## src/rtl/thsmp_sched_pkg.sv

```systemverilog
package thsmp_sched_pkg;
  localparam int REG_W   = 32;
  localparam int ACQ_W   = 8;
  localparam int FILT_W  = 2;

  localparam int CFG_SINGLE = 0;
  localparam int CFG_PERIOD = 1;
  localparam int CFG_PRIO   = 4;
  localparam int CFG_ACQ_LO = 8;
  localparam int ITV_LO     = 16;
  localparam int IE_RDY     = 0;
  localparam int IE_OVW     = 1;
  localparam int FL_RDY     = 16;
  localparam int FL_OVW     = 17;

  typedef enum logic [2:0] {
    RA_CFG  = 3'd0,
    RA_ITV  = 3'd1,
    RA_FILT = 3'd2,
    RA_DATA = 3'd3,
    RA_INT  = 3'd4
  } reg_addr_e;

  typedef struct packed {
    logic [ACQ_W-1:0] acq;
    logic             prio;
    logic             period;
    logic             single;
  } cfg_t;
endpackage

```

## src/rtl/thsmp_itv_timer.sv

```systemverilog
module thsmp_itv_timer #(
  parameter int PRESC_W = 16,
  parameter int ITV_W   = 16
) (
  input  logic             clk,
  input  logic             rst,
  input  logic             armed,
  input  logic             busy,
  input  logic [ITV_W-1:0] itv,
  output logic             fire
);
  logic [PRESC_W-1:0] pre_q;
  logic [ITV_W-1:0]   unit_q;
  logic               pre_wrap;

  assign pre_wrap = &pre_q;
  assign fire     = armed && !busy && pre_wrap && (unit_q >= itv - ITV_W'(1));

  always_ff @(posedge clk) begin
    if (rst || !armed || busy || fire) begin
      pre_q  <= '0;
      unit_q <= '0;
    end else begin
      pre_q <= pre_q + PRESC_W'(1);
      if (pre_wrap) unit_q <= unit_q + ITV_W'(1);
    end
  end
endmodule

```

## src/rtl/thsmp_avg_seq.sv

```systemverilog
module thsmp_avg_seq
  import thsmp_sched_pkg::*;
#(
  parameter int DATA_W = 12
) (
  input  logic              clk,
  input  logic              rst,
  input  logic              start,
  input  logic [FILT_W-1:0] k_in,
  input  logic              conv_ack,
  input  logic [DATA_W-1:0] conv_data,
  output logic              conv_req,
  output logic              busy,
  output logic              store,
  output logic [DATA_W-1:0] result
);
  localparam int CNT_W = (1 << FILT_W) - 1;
  localparam int ACC_W = DATA_W + CNT_W;

  typedef enum logic {S_IDLE, S_CONV} seq_state_e;

  seq_state_e        state_q;
  logic [ACC_W-1:0]  acc_q;
  logic [CNT_W-1:0]  cnt_q;
  logic [FILT_W-1:0] k_q;
  logic [CNT_W-1:0]  last_idx;
  logic [ACC_W-1:0]  sum;
  logic [ACC_W-1:0]  shifted;
  logic              accept;

  assign conv_req = (state_q == S_CONV);
  assign busy     = conv_req;
  assign accept   = conv_req && conv_ack;
  assign last_idx = ~({CNT_W{1'b1}} << k_q);
  assign sum      = acc_q + ACC_W'(conv_data);
  assign shifted  = sum >> k_q;
  assign result   = shifted[DATA_W-1:0];
  assign store    = accept && (cnt_q == last_idx);

  always_ff @(posedge clk) begin
    if (rst) begin
      state_q <= S_IDLE;
      acc_q   <= '0;
      cnt_q   <= '0;
      k_q     <= '0;
    end else begin
      case (state_q)
        S_IDLE: if (start) begin
          state_q <= S_CONV;
          k_q     <= k_in;
          acc_q   <= '0;
          cnt_q   <= '0;
        end
        default: if (accept) begin
          acc_q <= sum;
          cnt_q <= cnt_q + CNT_W'(1);
          if (store) state_q <= S_IDLE;
        end
      endcase
    end
  end


  req_hold_chk: assert property (@(posedge clk) disable iff (rst)
    (conv_req && !conv_ack) |=> conv_req);
endmodule

```

## src/rtl/thsmp_reg_file.sv

```systemverilog
module thsmp_reg_file
  import thsmp_sched_pkg::*;
#(
  parameter int ADDR_W = 3,
  parameter int DATA_W = 12,
  parameter int ITV_W  = 16
) (
  input  logic              clk,
  input  logic              rst,
  input  logic              wr,
  input  logic              rd,
  input  logic [ADDR_W-1:0] addr,
  input  logic [REG_W-1:0]  wdata,
  output logic [REG_W-1:0]  rdata,
  input  logic              store,
  input  logic [DATA_W-1:0] result,
  input  logic              single_done,
  output cfg_t              cfg,
  output logic [ITV_W-1:0]  itv,
  output logic [FILT_W-1:0] filt,
  output logic              irq
);
  cfg_t              cfg_q;
  logic [ITV_W-1:0]  itv_q;
  logic [FILT_W-1:0] filt_q;
  logic [DATA_W-1:0] data_q;
  logic [1:0]        ie_q;
  logic              rdy_q, ovw_q, irq_q;
  logic [REG_W-1:0]  rdata_q;

  logic              wr_cfg, wr_itv, wr_filt, wr_int;
  logic              rdy_n, ovw_n;
  logic [1:0]        ie_n;

  assign wr_cfg  = wr && (addr == ADDR_W'(RA_CFG));
  assign wr_itv  = wr && (addr == ADDR_W'(RA_ITV));
  assign wr_filt = wr && (addr == ADDR_W'(RA_FILT));
  assign wr_int  = wr && (addr == ADDR_W'(RA_INT));

  always_comb begin
    rdy_n = store | (rdy_q & ~(wr_int & wdata[FL_RDY]));
    ovw_n = (store & rdy_q) | (ovw_q & ~(wr_int & wdata[FL_OVW]));
    ie_n  = wr_int ? wdata[IE_OVW:IE_RDY] : ie_q;
  end

  always_ff @(posedge clk) begin
    if (rst) begin
      cfg_q  <= '0;
      itv_q  <= '0;
      filt_q <= '0;
      data_q <= '0;
      ie_q   <= '0;
      rdy_q  <= 1'b0;
      ovw_q  <= 1'b0;
      irq_q  <= 1'b0;
    end else begin
      if (wr_cfg) begin
        cfg_q.acq    <= wdata[CFG_ACQ_LO +: ACQ_W];
        cfg_q.prio   <= wdata[CFG_PRIO];
        cfg_q.period <= wdata[CFG_PERIOD];
        cfg_q.single <= wdata[CFG_SINGLE];
      end else if (single_done) begin
        cfg_q.single <= 1'b0;
      end
      if (wr_itv)  itv_q  <= wdata[ITV_LO +: ITV_W];
      if (wr_filt) filt_q <= wdata[FILT_W-1:0];
      if (store)   data_q <= result;
      ie_q  <= ie_n;
      rdy_q <= rdy_n;
      ovw_q <= ovw_n;
      irq_q <= (rdy_n & ie_n[0]) | (ovw_n & ie_n[1]);
    end
  end

  always_ff @(posedge clk) begin
    if (rst) begin
      rdata_q <= '0;
    end else if (rd) begin
      rdata_q <= '0;
      case (addr)
        ADDR_W'(RA_CFG): begin
          rdata_q[CFG_ACQ_LO +: ACQ_W] <= cfg_q.acq;
          rdata_q[CFG_PRIO]            <= cfg_q.prio;
          rdata_q[CFG_PERIOD]          <= cfg_q.period;
          rdata_q[CFG_SINGLE]          <= cfg_q.single;
        end
        ADDR_W'(RA_ITV):  rdata_q[ITV_LO +: ITV_W] <= itv_q;
        ADDR_W'(RA_FILT): rdata_q[FILT_W-1:0]      <= filt_q;
        ADDR_W'(RA_DATA): rdata_q[DATA_W-1:0]      <= data_q;
        ADDR_W'(RA_INT): begin
          rdata_q[IE_OVW:IE_RDY] <= ie_q;
          rdata_q[FL_RDY]        <= rdy_q;
          rdata_q[FL_OVW]        <= ovw_q;
        end
        default: ;
      endcase
    end
  end

  assign cfg   = cfg_q;
  assign itv   = itv_q;
  assign filt  = filt_q;
  assign irq   = irq_q;
  assign rdata = rdata_q;


  ovw_set_chk: assert property (@(posedge clk) disable iff (rst)
    (store && rdy_q && !wr_int) |=> ovw_q);


  irq_src_chk: assert property (@(posedge clk) disable iff (rst)
    !(rdy_q || ovw_q) |-> !irq_q);
endmodule

```

## src/rtl/thsmp_sched.sv

```systemverilog
module thsmp_sched
  import thsmp_sched_pkg::*;
#(
  parameter int ADDR_W  = 3,
  parameter int DATA_W  = 12,
  parameter int ITV_W   = 16,
  parameter int PRESC_W = 16
) (
  input  logic              clk,
  input  logic              rst,
  input  logic              ch_en,
  input  logic              reg_wr,
  input  logic              reg_rd,
  input  logic [ADDR_W-1:0] reg_addr,
  input  logic [31:0]       reg_wdata,
  output logic [31:0]       reg_rdata,
  output logic              conv_req,
  input  logic              conv_ack,
  input  logic [DATA_W-1:0] conv_data,
  output logic [7:0]        conv_acq,
  output logic              conv_hi_prio,
  output logic              irq
);
  cfg_t              cfg;
  logic [ITV_W-1:0]  itv;
  logic [FILT_W-1:0] filt;
  logic              busy, store, fire, armed;
  logic              start_single, start, single_done;
  logic              win_single_q;
  logic [DATA_W-1:0] result;

  assign armed        = cfg.period && ch_en && (itv != '0);
  assign start_single = cfg.single && ch_en && !busy;
  assign start        = start_single || fire;
  assign single_done  = store && win_single_q;

  always_ff @(posedge clk) begin
    if (rst)        win_single_q <= 1'b0;
    else if (start) win_single_q <= start_single;
  end

  thsmp_reg_file #(.ADDR_W(ADDR_W), .DATA_W(DATA_W), .ITV_W(ITV_W)) u_regs (
    .clk(clk), .rst(rst), .wr(reg_wr), .rd(reg_rd), .addr(reg_addr),
    .wdata(reg_wdata), .rdata(reg_rdata), .store(store), .result(result),
    .single_done(single_done), .cfg(cfg), .itv(itv), .filt(filt), .irq(irq)
  );

  thsmp_itv_timer #(.PRESC_W(PRESC_W), .ITV_W(ITV_W)) u_timer (
    .clk(clk), .rst(rst), .armed(armed), .busy(busy), .itv(itv), .fire(fire)
  );

  thsmp_avg_seq #(.DATA_W(DATA_W)) u_seq (
    .clk(clk), .rst(rst), .start(start), .k_in(filt), .conv_ack(conv_ack),
    .conv_data(conv_data), .conv_req(conv_req), .busy(busy), .store(store),
    .result(result)
  );

  assign conv_acq     = cfg.acq;
  assign conv_hi_prio = cfg.prio;


  fire_start_chk: assert property (@(posedge clk) disable iff (rst)
    fire |=> conv_req);


  itv_zero_chk: assert property (@(posedge clk) disable iff (rst)
    ((itv == '0) && !cfg.single && !busy) |=> !conv_req);
endmodule

```

## config.mk

```make
export PLATFORM = sky130hd
export DESIGN_NAME = thsmp_sched
export DESIGN_NICKNAME = d
export VERILOG_FILES = /design/src/rtl/thsmp_sched_pkg.sv /design/src/rtl/thsmp_itv_timer.sv /design/src/rtl/thsmp_avg_seq.sv /design/src/rtl/thsmp_reg_file.sv /design/src/rtl/thsmp_sched.sv
export SDC_FILE = /design/constraint.sdc
export NUM_CORES = 1
export LEC_CHECK = 0
export ABC_AREA = 1
export BUFFER_PORTS_ARGS = -buffer_cell sky130_fd_sc_hd__buf_4
export CAP_MARGIN = 0
export CORE_MARGIN = 2
export CORE_UTILIZATION = 50
export CTS_BUF_LIST = sky130_fd_sc_hd__clkbuf_8
export CTS_CLUSTER_SIZE = 8
export DETAILED_ROUTE_END_ITERATION = 7
export PLACE_DENSITY = 0.71
export SYNTH_ARGS = -nofsm -noshare
export SYNTH_HDL_FRONTEND = slang
export SYNTH_SLANG_ARGS = --single-unit
```

## constraint.sdc

```tcl
create_clock -name clk -period 3.35 [get_ports clk]
set_clock_uncertainty 0.15 [all_clocks]
set_input_delay 1.005 -clock clk [delete_from_list [all_inputs] [get_ports clk]]
set_output_delay 1.005 -clock clk [all_outputs]
set_load 0.05 [all_outputs]
```

==> results.toml, run 1 <==
[placement]
io_buffers = 90
hpwl_mm = 12.4
gp_congestion = 0.870
dp_cells = 1269
placed_area_sq_um = 7990
place_ws_ns = 0.0562

[setup_path]
path_delay_family = "simple AND/OR/NAND/NOR gates"
cp_num_buf_inv = 5
path_cells = "inv_1 > ha_1 > nand2_1 > nor4_2 > nand2_1 > nor3_1 > xor2_1 > inv_1 > ha_1 > nand4_1 > nor2_1 > o21ai_0 > inv_1 > nand2_1 > nand2_1 > nand2_4 > buf_12 > nand2_4 > inv_2 > nand2_1 > a21oi_2"
r2r_start = "u_regs.itv[1]$_SDFFE_PP0P_"
worst-path-max-fanout = 6
r2r-end = "u_seq.k_q[0]$_SDFFE_PP0P_"
reg2reg_slack_ns = 0.26
cpMostUsedCell = "nand2_1"
crit_path_top_delay_cell = "dfxtp_1"
worstSetupPathType = "flop to flop"
worstPathRequired_ns = 3.53
cpPeakStageDelay_ns = 0.33
worst-endpoint-arrival_ns = 3.27
r2r_cells = 21
startpoint_type = "flop"
endpoint_kind = "flop"

[sta]
worstMarginPinSlew_ns = 0.692
fmax_mhz = 324
setup_slack_ns = 0.259
holdWs_ns = 0.315
period_share_pct = 92.3
setup_viol = 0
min_period_ns = 3.09
maxSlewHeadroom_pct = 53.5
finalSetupTns_ns = 0
hold_viol = 0
slew_viol_final = 0

[final_layout]
drive_above_1_share_pct = 14.8
nNetsFinal = 1196
final_util_pct = 60.8
n_antenna_cell = 0
fillCellCount = 1360
syn_to_final_growth_pct = 18.3
fin_area_sq_um = 8470
stdcell_count = 1303

[flow_run]
cap_violations = 0

[grt]
grt_pass1_wl_mm = 28.3
grt_use_total_pct = 23.2
grt_overflow = 0
grt_max_degree = 65
grt_antenna_before_repair = 0
first_global_vias = 6116

[floorplanning]
fp-row-count = 43
initial_core_util_pct = 51.4
die_x_microns = 124
io_pins = 96
die_h_microns = 124
core_sq_um = 13900
die_area_sq_um = 15300

[pwr]
p_seq_share_pct = 45.5
power_frac_clock_pct = 41.6
p_switching_mw = 0.979
vdd_ir_drop_max_v = 0.000307
p_per_area_nw_per_um2 = 422
leakagePower_nw = 3.69
p_int_mw = 2.59
total_power_mw = 3.57
combPwrFrac_pct = 12.9
switching_share_pct = 27.4

[synth]
synth_seq_cells = 132
ys.flop_type = "dfxtp_1"
async_flop_share_pct = 0
avgSynthCellArea_sq_um = 6.95
synthTopCellsByArea = "dfxtp_1 37%, nand2_1 11%, a21oi_1 7.1%"
synthesis.instances = 1030
synth_most_common_cell = "nand2_1"
syn_area_sq_um = 7160
yosysWarnings = 0
netlist_top_cells_count = "213 x nand2_1, 132 x dfxtp_1, 119 x inv_1"
ys_seq_area_share_pct = 36.9
synth.distinct_cells = 45
synth_edf_count = 0
syn-num-nets = 1116
synth_top_area_cell = "dfxtp_1"
synth_top_area_share_pct = 36.9

[cts]
cts_tree = "yes"
cts.hold.buffers_added = 0
cts_root_buf = "clkbuf_8"
clk_latency_ns = 0.45
cts_max_level = 4
path_clk_slew_ns = 0.08
cts_made_buffers = 17
cts.sinks = 132
clk_path_buf_depth = 2

[detailed_routing]
drtPass1Iterations = 6
totalWireLength_mm = 17.1
num_vias = 6769
wl_per_cell_microns = 13.1
routed-wl-met2_mm = 8.19
highest_layer = "met4"
route.detailed.drc = 0
viasPerCell = 5.19
wl_met3_microns = 582
ant_nets = 0
drtIter0Drc = 465
routedLengthMet1_mm = 8.09

[hold_path]
hp-class = "flop to flop"
hold_end = "u_regs.cfg[6]$_SDFFE_PP0P_"
min_from = "u_regs.cfg[6]$_SDFFE_PP0P_"
min_path_cells = 2

[run_status]
status = "complete, no violations"
[worst max-delay path by stage]
stage	endpoint	startpoint	slack, ns	depth (start not counted)
after global placement	u_timer.pre_q[14]$_SDFF_PP0_	u_regs.itv[1]$_SDFFE_PP0P_	0.1	19
after detailed placement	u_timer.unit_q[8]$_SDFFE_PP0P_	u_regs.itv[0]$_SDFFE_PP0P_	0.06	18
after floorplan	u_seq.k_q[1]$_SDFFE_PP0P_	u_regs.itv[0]$_SDFFE_PP0P_	0.44	21
final	u_seq.k_q[0]$_SDFFE_PP0P_	u_regs.itv[1]$_SDFFE_PP0P_	0.26	21
after CTS	u_timer.unit_q[8]$_SDFFE_PP0P_	u_regs.itv[0]$_SDFFE_PP0P_	0.04	18
after global routing	u_timer.pre_q[14]$_SDFF_PP0_	u_regs.itv[0]$_SDFFE_PP0P_	-0.009	18
[registers in the layout, summed over array words and instances (netlist names)]
name and flops:
u_regs.rdata 32, u_regs.itv 16, u_timer.pre_q 16, u_timer.unit_q 16
u_seq.acc_q 15, u_regs.data_q 12, u_regs.cfg 11, u_seq.cnt_q 3
u_regs.filt 2, u_regs.ie_q 2, u_seq.k_q 2, u_regs.irq 1
u_regs.ovw_q 1, u_regs.rdy_q 1, u_seq.busy 1, win_single_q 1
[cell families after synthesis]
| group | count (synthesis) | share of synthesized area (%) |
|---|---|---|
| compound gates | 202 | 14.8 |
| xor+xnor | 38 | 4.65 |
| fa+ha+maj | 33 | 5.87 |
| buf+inv | 171 | 9.71 |
| flops | 132 | 36.9 |
| simple gates | 454 | 28.1 |
[what timing repair did]
item | 4_1_cts | 5_1_grt
gates resized for setup | 0 | 3
buffers inserted | 0 | 2
setup endpoints to repair | 0 | 53
[worst reg2reg max path, stage by stage (launching register included)]
cell     delay [ns]
dfxtp_1        0.33
inv_1          0.08
ha_1           0.17
nand2_1        0.10
nor4_2         0.27
nand2_1        0.14
nor3_1         0.20
xor2_1         0.16
inv_1          0.05
ha_1           0.29
nand4_1        0.14
nor2_1         0.12
o21ai_0        0.09
inv_1          0.05
nand2_1        0.04
nand2_1        0.10
nand2_4        0.10
buf_12         0.15
nand2_4        0.09
inv_2          0.04
nand2_1        0.06
a21oi_2        0.05
[power by group through the flow]
stage,sequential (mW),clock [mW],combinational [mW]
after detailed placement,1.66,0,0.459
after CTS,1.63,1.52,0.461
after global routing,1.63,1.58,0.512
final,1.63,1.49,0.461
after global placement,1.66,0,0.453
after floorplan,1.72,0,0.242
[cells in the final DEF, fill, tap and decap left out, types with 3 or more instances in the layout]
cell	instances
ha_1	32
inv_1	119
buf_12	4
o21ai_0	78
or2_2	5
xor2_1	26
a21oi_1	101
buf_4	104
nand2_1	213
nor2_1	98
clkinv_4	3
nor3_2	3
nor3_1	11
inv_6	3
dfxtp_1	132
nand3_1	71
nand2_2	3
bufinv_16	4
nor4_2	3
and2_1	4
clkinv_2	3
nand4_1	28
xnor2_1	12
a31oi_1	9
clkinv_1	3
clkbuf_8	17
o221ai_1	4
[final cells by class]
| cell class | instances | area [sq um] | share of cell area, % |
|---|---|---|---|
| clock inverters | 15 | 203 | 2.39 |
| inverters | 124 | 465 | 5.49 |
| well taps | 180 | 225 | 2.66 |
| flip-flops and latches | 132 | 2640 | 31.2 |
| clock buffers | 17 | 234 | 2.76 |
| repair buffers | 108 | 861 | 10.2 |
| multi-input cells | 727 | 3840 | 45.3 |
[layer usage]
layer,track usage (%),vias up
met5,0,-
met4,6.68,0
met3,5.13,22
met2,37.8,115
met1,31.0,3088
li1,-,3544
No activity file was read; power rests on OpenSTA's default activity.
==> inputs of run 2 (changes only) <==
--- a/config.mk
+++ b/config.mk
@@ -13,6 +13,7 @@
 export CTS_BUF_LIST = sky130_fd_sc_hd__clkbuf_8
 export CTS_CLUSTER_SIZE = 8
 export DETAILED_ROUTE_END_ITERATION = 7
+export GPL_TIMING_DRIVEN = 0
 export PLACE_DENSITY = 0.71
 export SYNTH_ARGS = -nofsm -noshare
 export SYNTH_HDL_FRONTEND = slang
==> results.toml, run 2 (synthesized netlist as in run 1, its figures left out) <==
[sta]
slew_viol_final = 0
hold_viol = 0
holdWs_ns = 0.306
maxSlewHeadroom_pct = 49.5
fmax_mhz = 330
setup_viol = 0
period_share_pct = 90.4
worstMarginPinSlew_ns = 0.751
min_period_ns = 3.03

[cts]
cts.hold.buffers_added = 0
path_clk_slew_ns = 0.07
cts_root_buf = "clkbuf_8"
cts.sinks = 132
cts_made_buffers = 17
cts_tree = "yes"
clk_path_buf_depth = 2
cts_max_level = 4
clk_latency_ns = 0.47

[setup_path]
cpPeakStageDelay_ns = 0.36
cpMostUsedCell = "nand2_2"
r2r_start = "u_regs.itv[2]$_SDFFE_PP0P_"
reg2reg_slack_ns = 0.32
path_delay_family = "simple AND/OR/NAND/NOR gates"
endpoint_kind = "flop"
cp_num_buf_inv = 2
startpoint_type = "flop"
worstSetupPathType = "flop to flop"
r2r_cells = 17
worst-path-max-fanout = 10
path_cells = "nor2_2 > nand2_2 > nor3_4 > nand2_2 > nor4_4 > nand3_1 > xor2_1 > inv_1 > ha_1 > a21oi_1 > o21ai_0 > nor2_1 > nand2_1 > nand2_2 > clkbuf_4 > nand4_1 > a21oi_1"
r2r-end = "u_seq.cnt_q[1]$_SDFFE_PP0P_"
worst-endpoint-arrival_ns = 3.27
crit_path_top_delay_cell = "dfxtp_1"
worstPathRequired_ns = 3.59

[pwr]
total_power_mw = 3.34
p_switching_mw = 0.965
power_frac_clock_pct = 37.0
p_per_area_nw_per_um2 = 393
leakagePower_nw = 3.67
switching_share_pct = 28.9
p_int_mw = 2.38
vdd_ir_drop_max_v = 0.000250
combPwrFrac_pct = 14.2
p_seq_share_pct = 48.8

[detailed_routing]
route.detailed.drc = 0
wl_per_cell_microns = 14.3
drtPass1Iterations = 5
num_vias = 7010
totalWireLength_mm = 19.0
drtIter0Drc = 558
viasPerCell = 5.27
ant_nets = 0

[final_layout]
nNetsFinal = 1225
syn_to_final_growth_pct = 18.6
fin_area_sq_um = 8500
stdcell_count = 1331
n_antenna_cell = 0
fillCellCount = 1346
drive_above_1_share_pct = 14.8
largest_reg_flops = 32
mostFrequentLayoutCells = "209 x nand2_1, 132 x dfxtp_1, 119 x inv_1, 101 x a21oi_1, 99 x buf_4"
final_common_cell = "nand2_1"

[grt]
grt_overflow = 0
grt_antenna_before_repair = 0
grt_max_degree = 17
first_global_vias = 6433
grt_pass1_wl_mm = 30.8
grt_use_total_pct = 26.0

[run_status]
status = "complete, no violations"

[hold_path]
hold_end = "u_timer.pre_q[0]$_SDFF_PP0_"
hp-class = "flop to flop"
min_path_cells = 1
min_from = "u_timer.pre_q[0]$_SDFF_PP0_"

[floorplanning]
fp-row-count = 43
core_sq_um = 13900
die_x_microns = 124
initial_core_util_pct = 51.4
io_pins = 96
die_h_microns = 124
die_area_sq_um = 15300

[flow_run]
cap_violations = 0

[placement]
placed_area_sq_um = 8050
io_buffers = 88
hpwl_mm = 14.4
dp_cells = 1298
gp_congestion = 0.922
-- run 2: cell count changes in the layout (fill, tap and decap cells not counted), sizes merged --
cell and delta:
bufinv -4, clkbuf +34, clkinv -1, clkinvlp +1, inv -2
-- run 2: stage by stage --
step	util [%]	worst slack (ns)	setup TNS, ns
final	61.0	0.323	0
after global routing	61.0	-0.0126	-0.0227
after CTS	60.4	0.0509	0
after detailed placement	57.8	-0.0275	-0.580
after global placement	57.8	0.0199	0
after floorplan	-	0.445	0
-- run 2: cell type report --
cell class	count	area [sq um]	share of cell area [%]
multi-input combinational	727	3890	45.8
sequential	132	2640	31.1
timing repair buffer	90	676	7.95
inverter	124	465	5.48
clock buffer	22	303	3.56
buffer	47	240	2.83
tap	180	225	2.65
clock inverter	9	55.1	0.648
-- run 2: repair_timing --
action                                  CTS  global route
setup buffers                             0             2
cloned                                    0             0
pin swaps                                 0             3
resized for setup                         1            16
endpoints found under the setup margin   41            54
-- run 2: worst reg2reg max path: cells and delay by family (launching register included) --
kind                       cells  cell delay, ns
and+or+nand+nor               10            1.31
DFF                            1            0.36
buffers and inverters          2            0.29
AOI/OAI and AO/OA              3            0.38
adders and majority gates      1            0.30
xor gates and xnor gates       1            0.14
-- run 2: worst max-delay path by stage --
stage	from	endpoint	slack, ns	depth (start not counted)
floorplan	u_regs.itv[0]$_SDFFE_PP0P_	u_seq.k_q[1]$_SDFFE_PP0P_	0.44	21
global placement	u_regs.itv[0]$_SDFFE_PP0P_	u_seq.k_q[0]$_SDFFE_PP0P_	0.02	21
detailed placement	u_regs.itv[0]$_SDFFE_PP0P_	u_timer.pre_q[7]$_SDFF_PP0_	-0.03	19
CTS	u_regs.itv[0]$_SDFFE_PP0P_	u_seq.cnt_q[1]$_SDFFE_PP0P_	0.05	17
global route	u_regs.itv[2]$_SDFFE_PP0P_	u_seq.cnt_q[2]$_SDFFE_PP0P_	-0.01	19
finish	u_regs.itv[2]$_SDFFE_PP0P_	u_seq.cnt_q[1]$_SDFFE_PP0P_	0.32	17
-- run 2: power groups by stage --
stage	registers (mW)	clock network, mW	logic, mW
2_1_floorplan	1.72	0	0.242
3_3_place_gp	1.66	0	0.451
3_5_place_dp	1.66	0	0.456
4_1_cts	1.63	1.26	0.458
5_1_grt	1.63	1.33	0.529
6_report	1.63	1.24	0.476
-- run 2: layer usage --
layer	part of all wire (%)	up-vias	GRT usage, %
li1	-	3606	-
met1	47	3235	34.7
met2	47	140	42.6
met3	4.4	29	5.36
met4	1.5	0	7.03
met5	0	-	0
==> inputs of run 3 (changes only) <==
--- a/config.mk
+++ b/config.mk
@@ -9,12 +9,12 @@
 export BUFFER_PORTS_ARGS = -buffer_cell sky130_fd_sc_hd__buf_4
 export CAP_MARGIN = 0
 export CORE_MARGIN = 2
-export CORE_UTILIZATION = 50
+export CORE_UTILIZATION = 60
 export CTS_BUF_LIST = sky130_fd_sc_hd__clkbuf_8
 export CTS_CLUSTER_SIZE = 8
 export DETAILED_ROUTE_END_ITERATION = 7
 export GPL_TIMING_DRIVEN = 0
-export PLACE_DENSITY = 0.71
+export PLACE_DENSITY = 0.83
 export SYNTH_ARGS = -nofsm -noshare
 export SYNTH_HDL_FRONTEND = slang
 export SYNTH_SLANG_ARGS = --single-unit
==> constraint.sdc (replaced) <==
create_clock -name clk -period 3.35 [get_ports clk]
set_clock_uncertainty 0.15 [all_clocks]
set_input_delay 1.005 -clock clk [delete_from_list [all_inputs] [get_ports clk]]
set_output_delay 1.005 -clock clk [all_outputs]
set_load 0.1 [all_outputs]
==> results.toml, run 3 (synthesized netlist as in run 1, its figures left out) <==
[run_status]
status = "complete, but fails checks"
violations = "DRC"

[final_layout]
largest_reg_flops = 32
drive_above_1_share_pct = 14.5
nNetsFinal = 1223
fin_area_sq_um = 8520
final_common_cell = "nand2_1"
multiInputGateArea_sq_um = 3870
n_antenna_cell = 0
mostFrequentLayoutCells = "211 x nand2_1, 132 x dfxtp_1, 118 x inv_1, 101 x a21oi_1, 99 x buf_4"
syn_to_final_growth_pct = 19.0
fillCellCount = 970
final_util_pct = 74.0
regArea_sq_um = 2640

[placement]
io_buffers = 88
gp_congestion = 0.946
place_ws_ns = -0.0125
placed_area_sq_um = 8000
hpwl_mm = 14.0

[setup_path]
worstPathRequired_ns = 3.52
r2r_start = "u_regs.itv[0]$_SDFFE_PP0P_"
startpoint_type = "flop"
r2r-end = "u_seq.k_q[0]$_SDFFE_PP0P_"
endpoint = "u_seq.k_q[0]$_SDFFE_PP0P_"
endpoint_kind = "flop"
r2r_cells = 21
worst-endpoint-arrival_ns = 3.25
critPathLaunch = "u_regs.itv[0]$_SDFFE_PP0P_"
worst-path-max-fanout = 10
worstSetupPathType = "flop to flop"
reg2reg_slack_ns = 0.27

[grt]
grt_antenna_before_repair = 0
first_global_vias = 6427
grt_overflow = 0
grt_max_degree = 17
grt_pass1_wl_mm = 30.4
grt_use_total_pct = 29.5

[cts]
cts_made_buffers = 17
cts_tree = "yes"
cts.sinks = 132
cts_root_buf = "clkbuf_8"
post_cts_buffers = 0
path_clk_slew_ns = 0.08
clk_latency_ns = 0.45
cts_max_level = 4
clk_path_buf_depth = 2

[pwr]
p_switching_mw = 1.08
p_seq_share_pct = 43.3
p_int_mw = 2.69
power_frac_clock_pct = 41.9
vdd_ir_drop_max_v = 0.000428
switching_share_pct = 28.6
p_per_area_nw_per_um2 = 442
total_power_mw = 3.76
combPwrFrac_pct = 14.8
leakagePower_nw = 3.70

[floorplanning]
die_x_microns = 113
io_pins = 96
die_area_sq_um = 12800
initial_core_util_pct = 62.2
fp-row-count = 39
die_h_microns = 113
core_sq_um = 11500

[detailed_routing]
ant_nets = 0
drtIter0Drc = 652
wl_per_cell_microns = 14.8
viasPerCell = 5.55
route.detailed.drc = 2
num_vias = 7178
totalWireLength_mm = 19.1
drtPass1Iterations = 8

[sta]
setup_viol = 0
finalSetupTns_ns = 0
min_period_ns = 3.08
period_share_pct = 92.0
setup_slack_ns = 0.267
fmax_mhz = 324
worstMarginPinSlew_ns = 0.796
slew_viol_final = 0
hold_viol = 0
maxSlewHeadroom_pct = 46.5

[hold_path]
hp-class = "flop to flop"

[flow_run]
cap_violations = 0
run 3: how the worst min path moves through the flow:
stage,end,depth (start not counted),from
3_5_place_dp,u_timer.pre_q[0]$_SDFF_PP0_,1,u_timer.pre_q[0]$_SDFF_PP0_
2_1_floorplan,u_timer.pre_q[0]$_SDFF_PP0_,1,u_timer.pre_q[0]$_SDFF_PP0_
4_1_cts,u_timer.pre_q[0]$_SDFF_PP0_,1,u_timer.pre_q[0]$_SDFF_PP0_
5_1_grt,u_timer.pre_q[0]$_SDFF_PP0_,1,u_timer.pre_q[0]$_SDFF_PP0_
3_3_place_gp,u_timer.pre_q[0]$_SDFF_PP0_,1,u_timer.pre_q[0]$_SDFF_PP0_
6_report,u_timer.pre_q[0]$_SDFF_PP0_,1,u_timer.pre_q[0]$_SDFF_PP0_
run 3: stage by stage:
step,hold WS [ns],std cells
after floorplan,0.267,1030
after global placement,0.281,1261
after detailed placement,0.294,1261
after CTS,0.306,1293
after global routing,0.311,1293
final,0.306,1293
run 3: repair_timing:
action / 4_1_cts / 5_1_grt
endpoints found under the hold margin: 0 / 0
setup endpoints to repair: 40 / 54
pin swaps: 0 / 1
hold buffers: 0 / 0
resized for setup: 1 / 10
run 3: critical path, cell delays in order, from the launching register on:
cell and delay, ns:
dfxtp_1 0.34, inv_2 0.09, ha_2 0.20, nand2_1 0.15, nor4_4 0.22, nand2_2 0.12, nor3_2 0.15, xor2_1 0.16
inv_1 0.05, ha_1 0.29, nand4_1 0.15, nor2_1 0.13, o21ai_0 0.09, inv_1 0.06, nand2_1 0.05, nand2_1 0.06
nand2_2 0.07, buf_6 0.15, nand2_4 0.10, inv_2 0.05, nand2_1 0.06, a21oi_2 0.05
run 3: layout make-up:
cell class	count	area share (%)
Clock buffer	18	2.91
Inverter	124	5.46
Sequential cell	132	31.0
Multi-Input combinational cell	727	45.4
Timing Repair Buffer	88	7.75
Clock inverter	14	2.63
Buffer	47	2.73
Tap cell	143	2.10
run 3: power by group through the flow:
stage	clock, mW	sequential [mW]	combinational [mW]
finish	1.58	1.63	0.556
global placement	0	1.66	0.528
floorplan	0	1.80	0.252
CTS	1.59	1.63	0.540
global route	1.67	1.63	0.600
detailed placement	0	1.66	0.535
run 3: routing by layer:
layer / share of wire (%) / vias to the layer above / global-route usage, %
li1: - / 3592 / -
met1: 43 / 3304 / 38.3
met2: 49 / 244 / 50.1
met3: 6.3 / 38 / 5.78
met4: 2.0 / 0 / 8.70
met5: 0 / - / 0
